===== config.mk =====
export PLATFORM = sky130hd
export DESIGN_NAME = omc_bank
export DESIGN_NICKNAME = d
export VERILOG_FILES = /design/src/rtl/omc_pkg.sv /design/src/rtl/omc_reg.sv /design/src/rtl/omc_outsel.sv /design/src/rtl/omc_bank.sv
export SDC_FILE = /design/constraint.sdc
export NUM_CORES = 1
export LEC_CHECK = 0
export ABC_AREA = 0
export CORE_AREA = 2 2 45 47
export CTS_CLUSTER_SIZE = 24
export DETAILED_ROUTE_END_ITERATION = 8
export DIE_AREA = 0 0 47 49
export DONT_BUFFER_PORTS = 1
export MAX_ROUTING_LAYER = met4
export PLACE_DENSITY_LB_ADDON = 0.25
export REMOVE_ABC_BUFFERS = 1
export SETUP_SLACK_MARGIN = 0.05
export SYNTH_ARGS = -nofsm -noshare
export SYNTH_HDL_FRONTEND = slang
export SYNTH_HIERARCHICAL = 1
export SYNTH_SLANG_ARGS = --single-unit

===== constraint.sdc =====
create_clock -name clk -period 1 [get_ports clk]
set_input_delay 0.15 -clock clk [delete_from_list [all_inputs] [get_ports clk]]
set_output_delay 0.15 -clock clk [all_outputs]
set_load 0.01 [all_outputs]

===== src/rtl/omc_pkg.sv =====
package omc_pkg;

   // mode code per cell: {path, polarity}
   typedef enum logic [1:0] {
      OMC_REG_LO  = 2'b00,
      OMC_REG_HI  = 2'b01,
      OMC_COMB_LO = 2'b10,
      OMC_COMB_HI = 2'b11
   } omc_mode_e;

   localparam int OMC_MODE_W = 2;

   function automatic logic omc_is_comb(input logic [OMC_MODE_W-1:0] m);
      return m[1];
   endfunction

   function automatic logic omc_is_high(input logic [OMC_MODE_W-1:0] m);
      return m[0];
   endfunction

endpackage


===== src/rtl/omc_reg.sv =====
module omc_reg (
   input  logic clk,
   input  logic clr,
   input  logic pre_load,
   input  logic pre_val,
   input  logic set,
   input  logic d,
   output logic q
);
   // priority: clear, then preload, then set, then data
   always_ff @(posedge clk or posedge clr) begin
      if (clr)           q <= 1'b0;
      else if (pre_load) q <= pre_val;
      else if (set)      q <= 1'b1;
      else               q <= d;
   end
endmodule


===== src/rtl/omc_outsel.sv =====
module omc_outsel
   import omc_pkg::*;
(
   input  logic [OMC_MODE_W-1:0] mode,
   input  logic                  sum,
   input  logic                  q,
   input  logic                  oe_term,
   input  logic                  preload,
   input  logic                  pin_in,
   output logic                  pin_out,
   output logic                  pin_oe,
   output logic                  fb
);
   logic path_val;
   logic resolved;

   always_comb begin
      path_val = omc_is_comb(mode) ? sum : q;
      pin_out  = omc_is_high(mode) ? path_val : ~path_val;
      pin_oe   = oe_term & ~preload;
      resolved = pin_oe ? pin_out : pin_in;
      fb       = omc_is_comb(mode) ? resolved : q;
   end
endmodule


===== src/rtl/omc_bank.sv =====
module omc_bank
   import omc_pkg::*;
#(
   parameter int NCELL       = 10,
   parameter bit HAS_PRELOAD = 1'b1
) (
   input  logic                         clk,
   input  logic                         rst_n,
   input  logic [NCELL-1:0]             sum_term,
   input  logic [NCELL-1:0]             oe_term,
   input  logic [OMC_MODE_W*NCELL-1:0]  mode_cfg,
   input  logic                         sync_set,
   input  logic                         async_clr,
   input  logic                         preload,
   input  logic [NCELL-1:0]             pin_in,
   output logic [NCELL-1:0]             pin_out,
   output logic [NCELL-1:0]             pin_oe,
   output logic [NCELL-1:0]             array_fb
);
   localparam int CFG_W = OMC_MODE_W * NCELL;

   if (NCELL < 1 || NCELL > 64) begin : g_bad_ncell
      $error("omc_bank: NCELL must lie in 1..64");
   end
   if (CFG_W != 2 * NCELL) begin : g_bad_cfg
      $error("omc_bank: mode code width mismatch");
   end

   logic clr_any;
   logic pre_g;

   assign clr_any = async_clr | ~rst_n;

   if (HAS_PRELOAD) begin : g_pre
      assign pre_g = preload;
   end else begin : g_nopre
      assign pre_g = 1'b0;
   end

   for (genvar i = 0; i < NCELL; i++) begin : g_cell
      logic q;

      omc_reg u_reg (
         .clk      (clk),
         .clr      (clr_any),
         .pre_load (pre_g),
         .pre_val  (pin_in[i]),
         .set      (sync_set),
         .d        (sum_term[i]),
         .q        (q)
      );

      omc_outsel u_sel (
         .mode    (mode_cfg[OMC_MODE_W*i +: OMC_MODE_W]),
         .sum     (sum_term[i]),
         .q       (q),
         .oe_term (oe_term[i]),
         .preload (pre_g),
         .pin_in  (pin_in[i]),
         .pin_out (pin_out[i]),
         .pin_oe  (pin_oe[i]),
         .fb      (array_fb[i])
      );
   end
endmodule


**Yosys cells after proc, flatten, opt, wreduce, memory -nomap -nowiden**

Cells that the tools add are included.

- Output and inout port bits: 30
- Word-level logic and storage cells: 93
- Input bits: 55
- Flip-flop bits (word level): 10

- Bitwise logic cells: 23
- Multiplexer cells: 60

Operator list:

| operator | number |
|---|---|
| two-way mux 1 bit | 60 |
| inverter 1 bit | 12 |
| AND 1 bit | 10 |
| bitwise OR 1 bit | 1 |

**Logic depth before layout (Yosys ltp)**

Gate-level depths: netlist (run 1).

- Depth after elaboration: 5
- Depth in mapped cells: 3
- Depth with buffers taken out: 3

**Cells and area by module**

Netlist (run 1), hierarchy kept.

By module, submodules not included:

| module | cells an instance | area each (um^2) | instances | seq. area each (um^2) |
|---|---|---|---|---|
| omc_outsel | 7 | 60.1 | 10 | 0.0 |
| omc_reg | 5 | 41.3 | 10 | 25.0 |
| omc_bank | 1 | 6.3 | 1 | 0.0 |

**Worst setup path before layout (run 1)**

Ideal clock, no wire load.

- Kind: flip-flop to output port
- From: reg g_cell[0].u_reg.q
- To: out pin_out[0]
- Stages on the path, launching flop included: 3
- Path buffers: 0
- Data arrival time: 743 ps
- Path slack: 107 ps
- Data required time: 850 ps
- Cell sequence: dfrtp_1 > mux2i_1 > xor2_1

- Cells in the longest elaborated chain, start to end: 3

RTL lines:

| element | RTL line | source |
|---|---|---|
| start: declaration | omc_reg.sv:8 | `output logic q` |
| start signal: assignment | omc_reg.sv:13 | `else if (pre_load) q <= pre_val;` |
| two-way mux 1 bit (*) | omc_outsel.sv:18 | `path_val = omc_is_comb(mode) ? sum : q;` |
| inverter 1 bit | omc_outsel.sv:19 | `pin_out = omc_is_high(mode) ? path_val : ~path_val;` |
| two-way mux 1 bit (*) | omc_outsel.sv:19 |  |
| end: declaration | omc_bank.sv:16 | `output logic [NCELL-1:0] pin_out,` |

Mark *: on every way between the ends. The rest lies on a longest branch, timed or not.

**Final worst setup path (run 1)**

- From: reg g_cell[6].u_reg.q
- To: out pin_out[6]

- Cells in the longest elaborated chain, start to end: 3

RTL lines:

| element | RTL line |
|---|---|
| start: declaration | omc_reg.sv:8 |
| start signal: assignment | omc_reg.sv:13 |
| two-way mux 1 bit (*) | omc_outsel.sv:18 |
| inverter 1 bit | omc_outsel.sv:19 |
| two-way mux 1 bit (*) | omc_outsel.sv:19 |

Marks and branches as above.

==> qor.txt, run 1 <==
STATUS
----------------------------------------------------------------------------------------
Result of the run                                                           complete, but fails checks
Failing checks                                                              negative setup slack

FLOORPLANNING
----------------------------------------------------------------------------------------
Starting utilization of the core area                                              55.4%
Core box area                                                               0.00184 sq mm
Number of core rows                                                                   16
Top-Level Pins                                                                        85
Die span in x                                                                 47 microns
Die Ht                                                                        49 microns
Area enclosed by the die boundary                                           0.00230 sq mm

CRITICAL PATH
----------------------------------------------------------------------------------------
Critical Path Start Type                                                        register
Worst Path Max Fanout                                                                  2
Critical path buffer and inverter count                                                0
Data required time at the worst endpoint                                          850 ps
Slowest stage cell, crit path                                                    dfrtp_1
Crit path capture type                                                        output pin
CP Data Arrival Time                                                             1140 ps
Launch point of the worst path                                              g_cell[6].u_reg/q$_DFF_PP0_
Top delay family on crit path                                                 flip-flops
List of cells traversed by the critical path                                mux2i_1 > xor2_1
Critical path type                                                          register to output pin
Maximum cell stage delay along the critical path                                  380 ps

CLOCKING
----------------------------------------------------------------------------------------
Maximum level of the CTS H-tree                                                        1
CTS Sinks                                                                             10
CTS buffer count                                                                       3
Clock buffer depth                                                                     2
Clock transition at the registers of the reported paths                            70 ps
Clock tree root buffer cell                                                     clkbuf_4
TritonCTS clock tree                                                                 yes

CELLS AND AREA
----------------------------------------------------------------------------------------
Final cell utilization of the core                                                 70.1%
Post-route design area                                                      0.00129 sq mm
P&R area growth vs syn                                                             26.6%
Combined flip-flop and latch cell area                                         250 sq um
Fraction of final layout cells with drive strength greater than 1                  23.2%
Filler Cells Inserted                                                                168
Diode insertion count for antenna repair                                               0
Combined area of the multi-input logic cells                                   802 sq um
Largest register FFs                                                                  10
Reg with most FFs                                                           g_cell.u_reg/q
Post-layout net count                                                                194
Largest registers in the final layout                                       g_cell.u_reg/q (10)

GLOBAL ROUTE
----------------------------------------------------------------------------------------
Largest net degree at the start of global routing                                     22
Number of global-route vias before repair                                          1,009
First-pass GRT wire length                                                  3970 microns
Sum of overflow across all layers after global routing                                 0
Number of antenna violations at the first check in global routing                      0
All-layer global routing usage                                                     24.1%

POWER
----------------------------------------------------------------------------------------
Lkg Pwr                                                                         0.618 nW
Switching power total                                                         0.000390 W
Clk pwr share                                                                      28.9%
Cell area power density                                                      984 mW/mm^2
Largest voltage drop on the vdd net                                             0.683 mV
Internal power of the cells                                                   0.000881 W
Sw Share                                                                           30.7%
Fraction of power consumed by sequential logic                                     35.9%
Share of total power in combinational logic                                        35.3%

DETAILED ROUTING
----------------------------------------------------------------------------------------
WL met2                                                                     1470 microns
Starting DRC count in detailed routing                                                 6
Uppermost signal routing layer after detailed routing                               met3
Residual DRC                                                                           0
Detailed Route WL                                                           2540 microns
DR vias                                                                              910
WL met1                                                                      881 microns
Detail-routed net length per standard cell                                  15.4 microns
Routed length on met3                                                        192 microns
DRT Pass-1 Iters                                                                       3
Number of nets still failing antenna checks after routing                              0
Detailed-route vias per instance                                                    5.52

HOLD PATH
----------------------------------------------------------------------------------------
Class of the most critical hold timing path                                 input pin to register
Hold path startpoint                                                           pin_in[1]

STA
----------------------------------------------------------------------------------------
Number of max-slew violations in the final report                                      0
Final setup violation count                                                           12
Transition time at the pin with the least slew margin                             452 ps
Number of hold violations in the final report                                          0
Portion of the clock cycle consumed by the worst path in the final layout           129%
RSZ-0062 raised after global routing                                                true
Setup TNS Final                                                                 -2520 ps
Min setup slack post-route                                                       -287 ps
Fmax                                                                           0.777 GHz
Shortest period the worst path allows                                            1290 ps
Slew headroom                                                                      69.8%

SYNTH
----------------------------------------------------------------------------------------
Synthesized flop and latch total                                                      10
Mean instance size in the synthesized netlist                                 8.43 sq um
Syn Inst Count                                                                       121
Number of library cell types mapped by synthesis                                      11
Netlist area before placement                                               0.00102 sq mm
Sequential-to-total area share from yosys stat                                     24.5%
Yosys warns                                                                            6

PLACE
----------------------------------------------------------------------------------------
Half-perimeter wire length after placement                                  1790 microns
Number of buffers added on ports                                                       0
Gp weighted congestion                                                             0.685
Post-place instance area                                                    0.00105 sq mm
Worst Setup Slack post-DPL                                                       16.4 ps

JOB
----------------------------------------------------------------------------------------
Number of maximum-capacitance violations                                               0

-- final timing paths --
path                                          endpoint  cells past startpoint  slack (ps)
max                                         pin_out[6]                      2        -290
min                        g_cell[1].u_reg/q$_DFF_PP0_                      2          20
max in group asynchronous  g_cell[2].u_reg/q$_DFF_PP0_                      3         350
min in group asynchronous  g_cell[1].u_reg/q$_DFF_PP0_                      3         430
-- cell families after synthesis --
group / synth area share, %
AOI/OAI and AO/OA: 9.82
xor gates and xnor gates: 17.2
buffers and inverters: 3.68
DFF: 24.5
muxes: 19.6
and+or+nand+nor: 25.2
-- placed cells by master (no fill, tap or decap), types with 2 or more instances in the layout --
| cell type | count |
|---|---|
| nor2_1 | 14 |
| xor2_1 | 10 |
| inv_1 | 10 |
| nor2_2 | 4 |
| nand2_1 | 10 |
| mux2i_1 | 20 |
| dlygate4sd3_1 | 10 |
| nor2_4 | 2 |
| a21oi_2 | 9 |
| nor2b_4 | 10 |
| o21ai_1 | 10 |
| clkbuf_4 | 3 |
| dfrtp_1 | 10 |
| xnor2_1 | 10 |
-- final cells by class --
class | count | share of cell area, %
Inverter | 10 | 2.91
Multi-Input combinational cell | 101 | 62.1
Timing Repair Buffer | 13 | 10.2
Sequential cell | 10 | 19.4
Clock buffer | 4 | 2.81
Tap cell | 27 | 2.62
-- power groups by stage --
stage / logic (W) / clock network, W / registers [W]
finish: 0.000448 / 0.000367 / 0.000456
global route: 0.000492 / 0.000418 / 0.000460
CTS: 0.000429 / 0.000391 / 0.000454
detailed placement: 0.000361 / 0 / 0.000460
global placement: 0.000346 / 0 / 0.000459
floorplan: 0.000324 / 0 / 0.000456
-- per-stage QoR --
| step | hold WS, ps | total power [W] | std cells |
|---|---|---|---|
| 4_1_cts | 0.906 | 0.00127 | 162 |
| 3_5_place_dp | 185 | 0.000821 | 148 |
| 6_report | 17.3 | 0.00127 | 165 |
| 2_1_floorplan | 71.3 | 0.000780 | 121 |
| 5_1_grt | 4.91 | 0.00137 | 165 |
| 3_3_place_gp | 187 | 0.000805 | 148 |
-- synth_stat cells --
library cell	n	area [sq um]
inv_1	10	37.5
nand2b_1	1	6.26
nor2b_4	10	138
xor2_1	10	87.6
dfrtp_1	10	250
mux2i_1	20	200
nand2_1	10	37.5
a21oi_1	10	50.1
nor2_1	20	75.1
o21ai_1	10	50.1
xnor2_1	10	87.6
-- metal layers --
metal  track usage, %  vias up
met5                -        -
met4             6.48        0
met3             7.41        0
met2             44.1       45
met1             23.1      436
li1                 -      429
-- repair_timing --
item | in CTS | in global routing
buffers inserted | 1 | 2
pin swaps | 15 | 6
hold buffers | 9 | 2
cloned | 0 | 0
gates resized for setup | 14 | 8
endpoints found under the hold margin | 20 | 2
endpoints found under the setup margin | 20 | 27
Power figures use the tool's default switching activity.
==> inputs of run 2 (changes only) <==
- ABC_AREA: 0 -> 1
- BUFFER_PORTS_ARGS: default -> -buffer_cell sky130_fd_sc_hd__buf_2
- CORE_AREA: 2 2 45 47 -> 2 2 56 58
- DIE_AREA: 0 0 47 49 -> 0 0 58 60
- DONT_BUFFER_PORTS: 1 -> default
==> run 2 against run 1 <==
  * The run still ends with negative setup slack left
  * Final cell count is 110% higher
  * Clock power hardly changed
  * Utilization is 5.8 points lower
  * Count of clock-buffer cells in the layout stayed put
  * Sequential share of layout area is 6.0 points lower
  * Critical path depth is 5 higher
  * Non-clock buffer count is 88 higher
  * Flip-flop and latch count stayed put
  * Cell area is 45% higher
  * Sequential power is 1% lower
  * Via count is 70% higher
  * Wire length is 26% higher
==> qor.txt, run 2 <==
STATUS
----------------------------------------------------------------------------------------
Result of the run                                                           complete, but fails checks
Failing checks                                                              negative setup slack

DETAILED ROUTING
----------------------------------------------------------------------------------------
Number of nets still failing antenna checks after routing                              0
Detail-routed net length per standard cell                                  9.18 microns
Detailed Route WL                                                           3210 microns
Starting DRC count in detailed routing                                                48
DR vias                                                                            1,549
Residual DRC                                                                           0
Detailed-route vias per instance                                                    4.43
DRT Pass-1 Iters                                                                       4

CRITICAL PATH
----------------------------------------------------------------------------------------
Crit path capture type                                                        output pin
List of cells traversed by the critical path                                nand2_2 > nand2_2 > nand2_2 > nand3_2 > nand2_1 > nand2_1 > buf_2
Data required time at the worst endpoint                                          850 ps
CP most frequent cell                                                            nand2_2
Critical path type                                                          register to output pin
Launch point of the worst path                                              g_cell[9].u_reg/q$_DFF_PP0_
CP Data Arrival Time                                                             1190 ps
Worst Path Max Fanout                                                                  3
Endpoint of the worst setup timing path                                      array_fb[9]
Critical Path Start Type                                                        register
Maximum cell stage delay along the critical path                                  400 ps
Slowest stage cell, crit path                                                    dfrtp_1

POWER
----------------------------------------------------------------------------------------
Cell area power density                                                      839 mW/mm^2
Lkg Pwr                                                                          1.27 nW
Largest voltage drop on the vdd net                                             0.822 mV
Final Total Pwr                                                                0.00157 W

SYNTH
----------------------------------------------------------------------------------------
Share of flip-flops with an asynchronous set or reset after synthesis               100%
Number of enable flip-flop cells after synthesis                                       0
Syn Inst Count                                                                       212
Top flip-flop cell by instance count after synthesis                             dfrtp_1
Library cell occupying the most area in the post-synthesis netlist               nand2_1
Most common cell in the netlist                                                  nand2_1
Sequential-to-total area share from yosys stat                                     22.3%
Number of library cell types mapped by synthesis                                       9
Yosys warns                                                                            6
Netlist area before placement                                               0.00112 sq mm
Mean instance size in the synthesized netlist                                 5.29 sq um
Most common library cells after synthesis                                   nand2_1 (71), inv_1 (41), nand2_2 (20), nand3_1 (20), nor2_1 (20)
Area share of the largest cell type after synthesis                                23.8%
Synthesized flop and latch total                                                      10
Cells taking the most area after synthesis                                  nand2_1 (24%), dfrtp_1 (22%), inv_1 (14%)

STA
----------------------------------------------------------------------------------------
Fmax                                                                           0.747 GHz
Setup TNS Final                                                                 -4640 ps
Transition time at the pin with the least slew margin                             341 ps
Worst Hold Slack                                                                 14.5 ps
Final setup violation count                                                           20
Slew headroom                                                                      77.2%
Min setup slack post-route                                                       -338 ps
Number of hold violations in the final report                                          0
RSZ-0062 raised after global routing                                                true
Portion of the clock cycle consumed by the worst path in the final layout           134%
Shortest period the worst path allows                                            1340 ps
Number of max-slew violations in the final report                                      0

JOB
----------------------------------------------------------------------------------------
Number of maximum-capacitance violations                                               0

PLACE
----------------------------------------------------------------------------------------
Worst Setup Slack post-DPL                                                      -85.1 ps
Number of buffers added on ports                                                      84
Post-place instance area                                                    0.00165 sq mm
Gp weighted congestion                                                             0.695
Half-perimeter wire length after placement                                  2440 microns

HOLD PATH
----------------------------------------------------------------------------------------
Class of the most critical hold timing path                                 input pin to async pin

CELLS AND AREA
----------------------------------------------------------------------------------------
Commonest cells after routing, fill and taps aside                          buf_2 (84), nand2_1 (60), inv_1 (41)
Diode insertion count for antenna repair                                               0
Commonest non-fill, non-tap cell in the layout                                     buf_2
Fraction of final layout cells with drive strength greater than 1                  52.4%
Largest register FFs                                                                  10
P&R area growth vs syn                                                             66.5%
Reg with most FFs                                                           g_cell.u_reg/q
Filler Cells Inserted                                                                303
Combined area of the multi-input logic cells                                   772 sq um
Post-layout net count                                                                373
Post-route design area                                                      0.00187 sq mm
Combined flip-flop and latch cell area                                         250 sq um
Largest registers in the final layout                                       g_cell.u_reg/q (10)

CLOCKING
----------------------------------------------------------------------------------------
TritonCTS clock tree                                                                 yes
Maximum level of the CTS H-tree                                                        1
Clock buffer depth                                                                     2
Clock transition at the registers of the reported paths                            70 ps
CTS Sinks                                                                             10
CTS buffer count                                                                       3
Clock tree root buffer cell                                                     clkbuf_4

FLOORPLANNING
----------------------------------------------------------------------------------------
Area enclosed by the die boundary                                           0.00348 sq mm
Number of core rows                                                                   20
Die span in x                                                                 58 microns
Starting utilization of the core area                                              38.6%
Die Ht                                                                        60 microns
Top-Level Pins                                                                        85
Core box area                                                               0.00290 sq mm

GLOBAL ROUTE
----------------------------------------------------------------------------------------
All-layer global routing usage                                                     18.8%
Largest net degree at the start of global routing                                     16
First-pass GRT wire length                                                  5000 microns
Sum of overflow across all layers after global routing                                 0
Number of global-route vias before repair                                          1,294
Number of antenna violations at the first check in global routing                      0

-- run 2: worst min path at each step --
stage              start                     endpoint
5_1_grt        async_clr  g_cell[7].u_reg/q$_DFF_PP0_
3_5_place_dp       rst_n  g_cell[4].u_reg/q$_DFF_PP0_
3_3_place_gp       rst_n  g_cell[9].u_reg/q$_DFF_PP0_
2_1_floorplan      rst_n  g_cell[0].u_reg/q$_DFF_PP0_
6_report       async_clr  g_cell[0].u_reg/q$_DFF_PP0_
4_1_cts        async_clr  g_cell[4].u_reg/q$_DFF_PP0_
-- run 2: cell families (layout without fill, tap and decap cells) --
family | count (synthesis) | in the layout | synth area share [%]
and+or+nand+nor | 141 | 141 | 56.1
AOI/OAI and AO/OA | 10 | 10 | 4.46
buffers and inverters | 51 | 156 | 17.1
DFF | 10 | 10 | 22.3
-- run 2: what timing repair did --
action                                  4_1_cts  5_1_grt
gates resized for setup                       4       20
hold endpoints to repair                     10        0
endpoints found under the setup margin       22       21
cloned                                        0        0
pin swaps                                    10       10
setup buffers                                 9        1
hold buffers                                  1        0
-- run 2: critical path: cells and delay by family (launching register included) --
kind	cells	cell delay [ps]
flip-flops	1	400
AND/OR/NAND/NOR	6	390
buffers and inverters	1	130
-- run 2: metal layers --
metal,vias up,share of wire (%),track usage [%]
li1,833,-,-
met1,670,37,21.0
met2,46,55,33.9
met3,0,7.8,5.84
met4,0,0,1.99
met5,-,0,-
-- run 2: through the flow --
stage / std cells / utilization [%]
after global routing: 350 / 64.3
after global placement: 335 / 56.9
after CTS: 349 / 61.4
after floorplan: 212 / -
after detailed placement: 335 / 56.9
final: 350 / 64.3
-- run 2: final cells by class --
cell class                 instances  share of cell area, %
multi-input combinational        151                   41.4
tap                               33                   2.21
clock buffer                       4                   1.94
sequential                        10                   13.4
timing repair buffer             101                   30.8
inverter                          51                   10.3
-- run 2: report_power, final --
part / switching (W) / internal (W) / total, W
Clock: 0.000145 / 0.000221 / 0.000366
Combinational: 0.000406 / 0.000343 / 0.000749
Sequential: 0.0000150 / 0.000436 / 0.000451
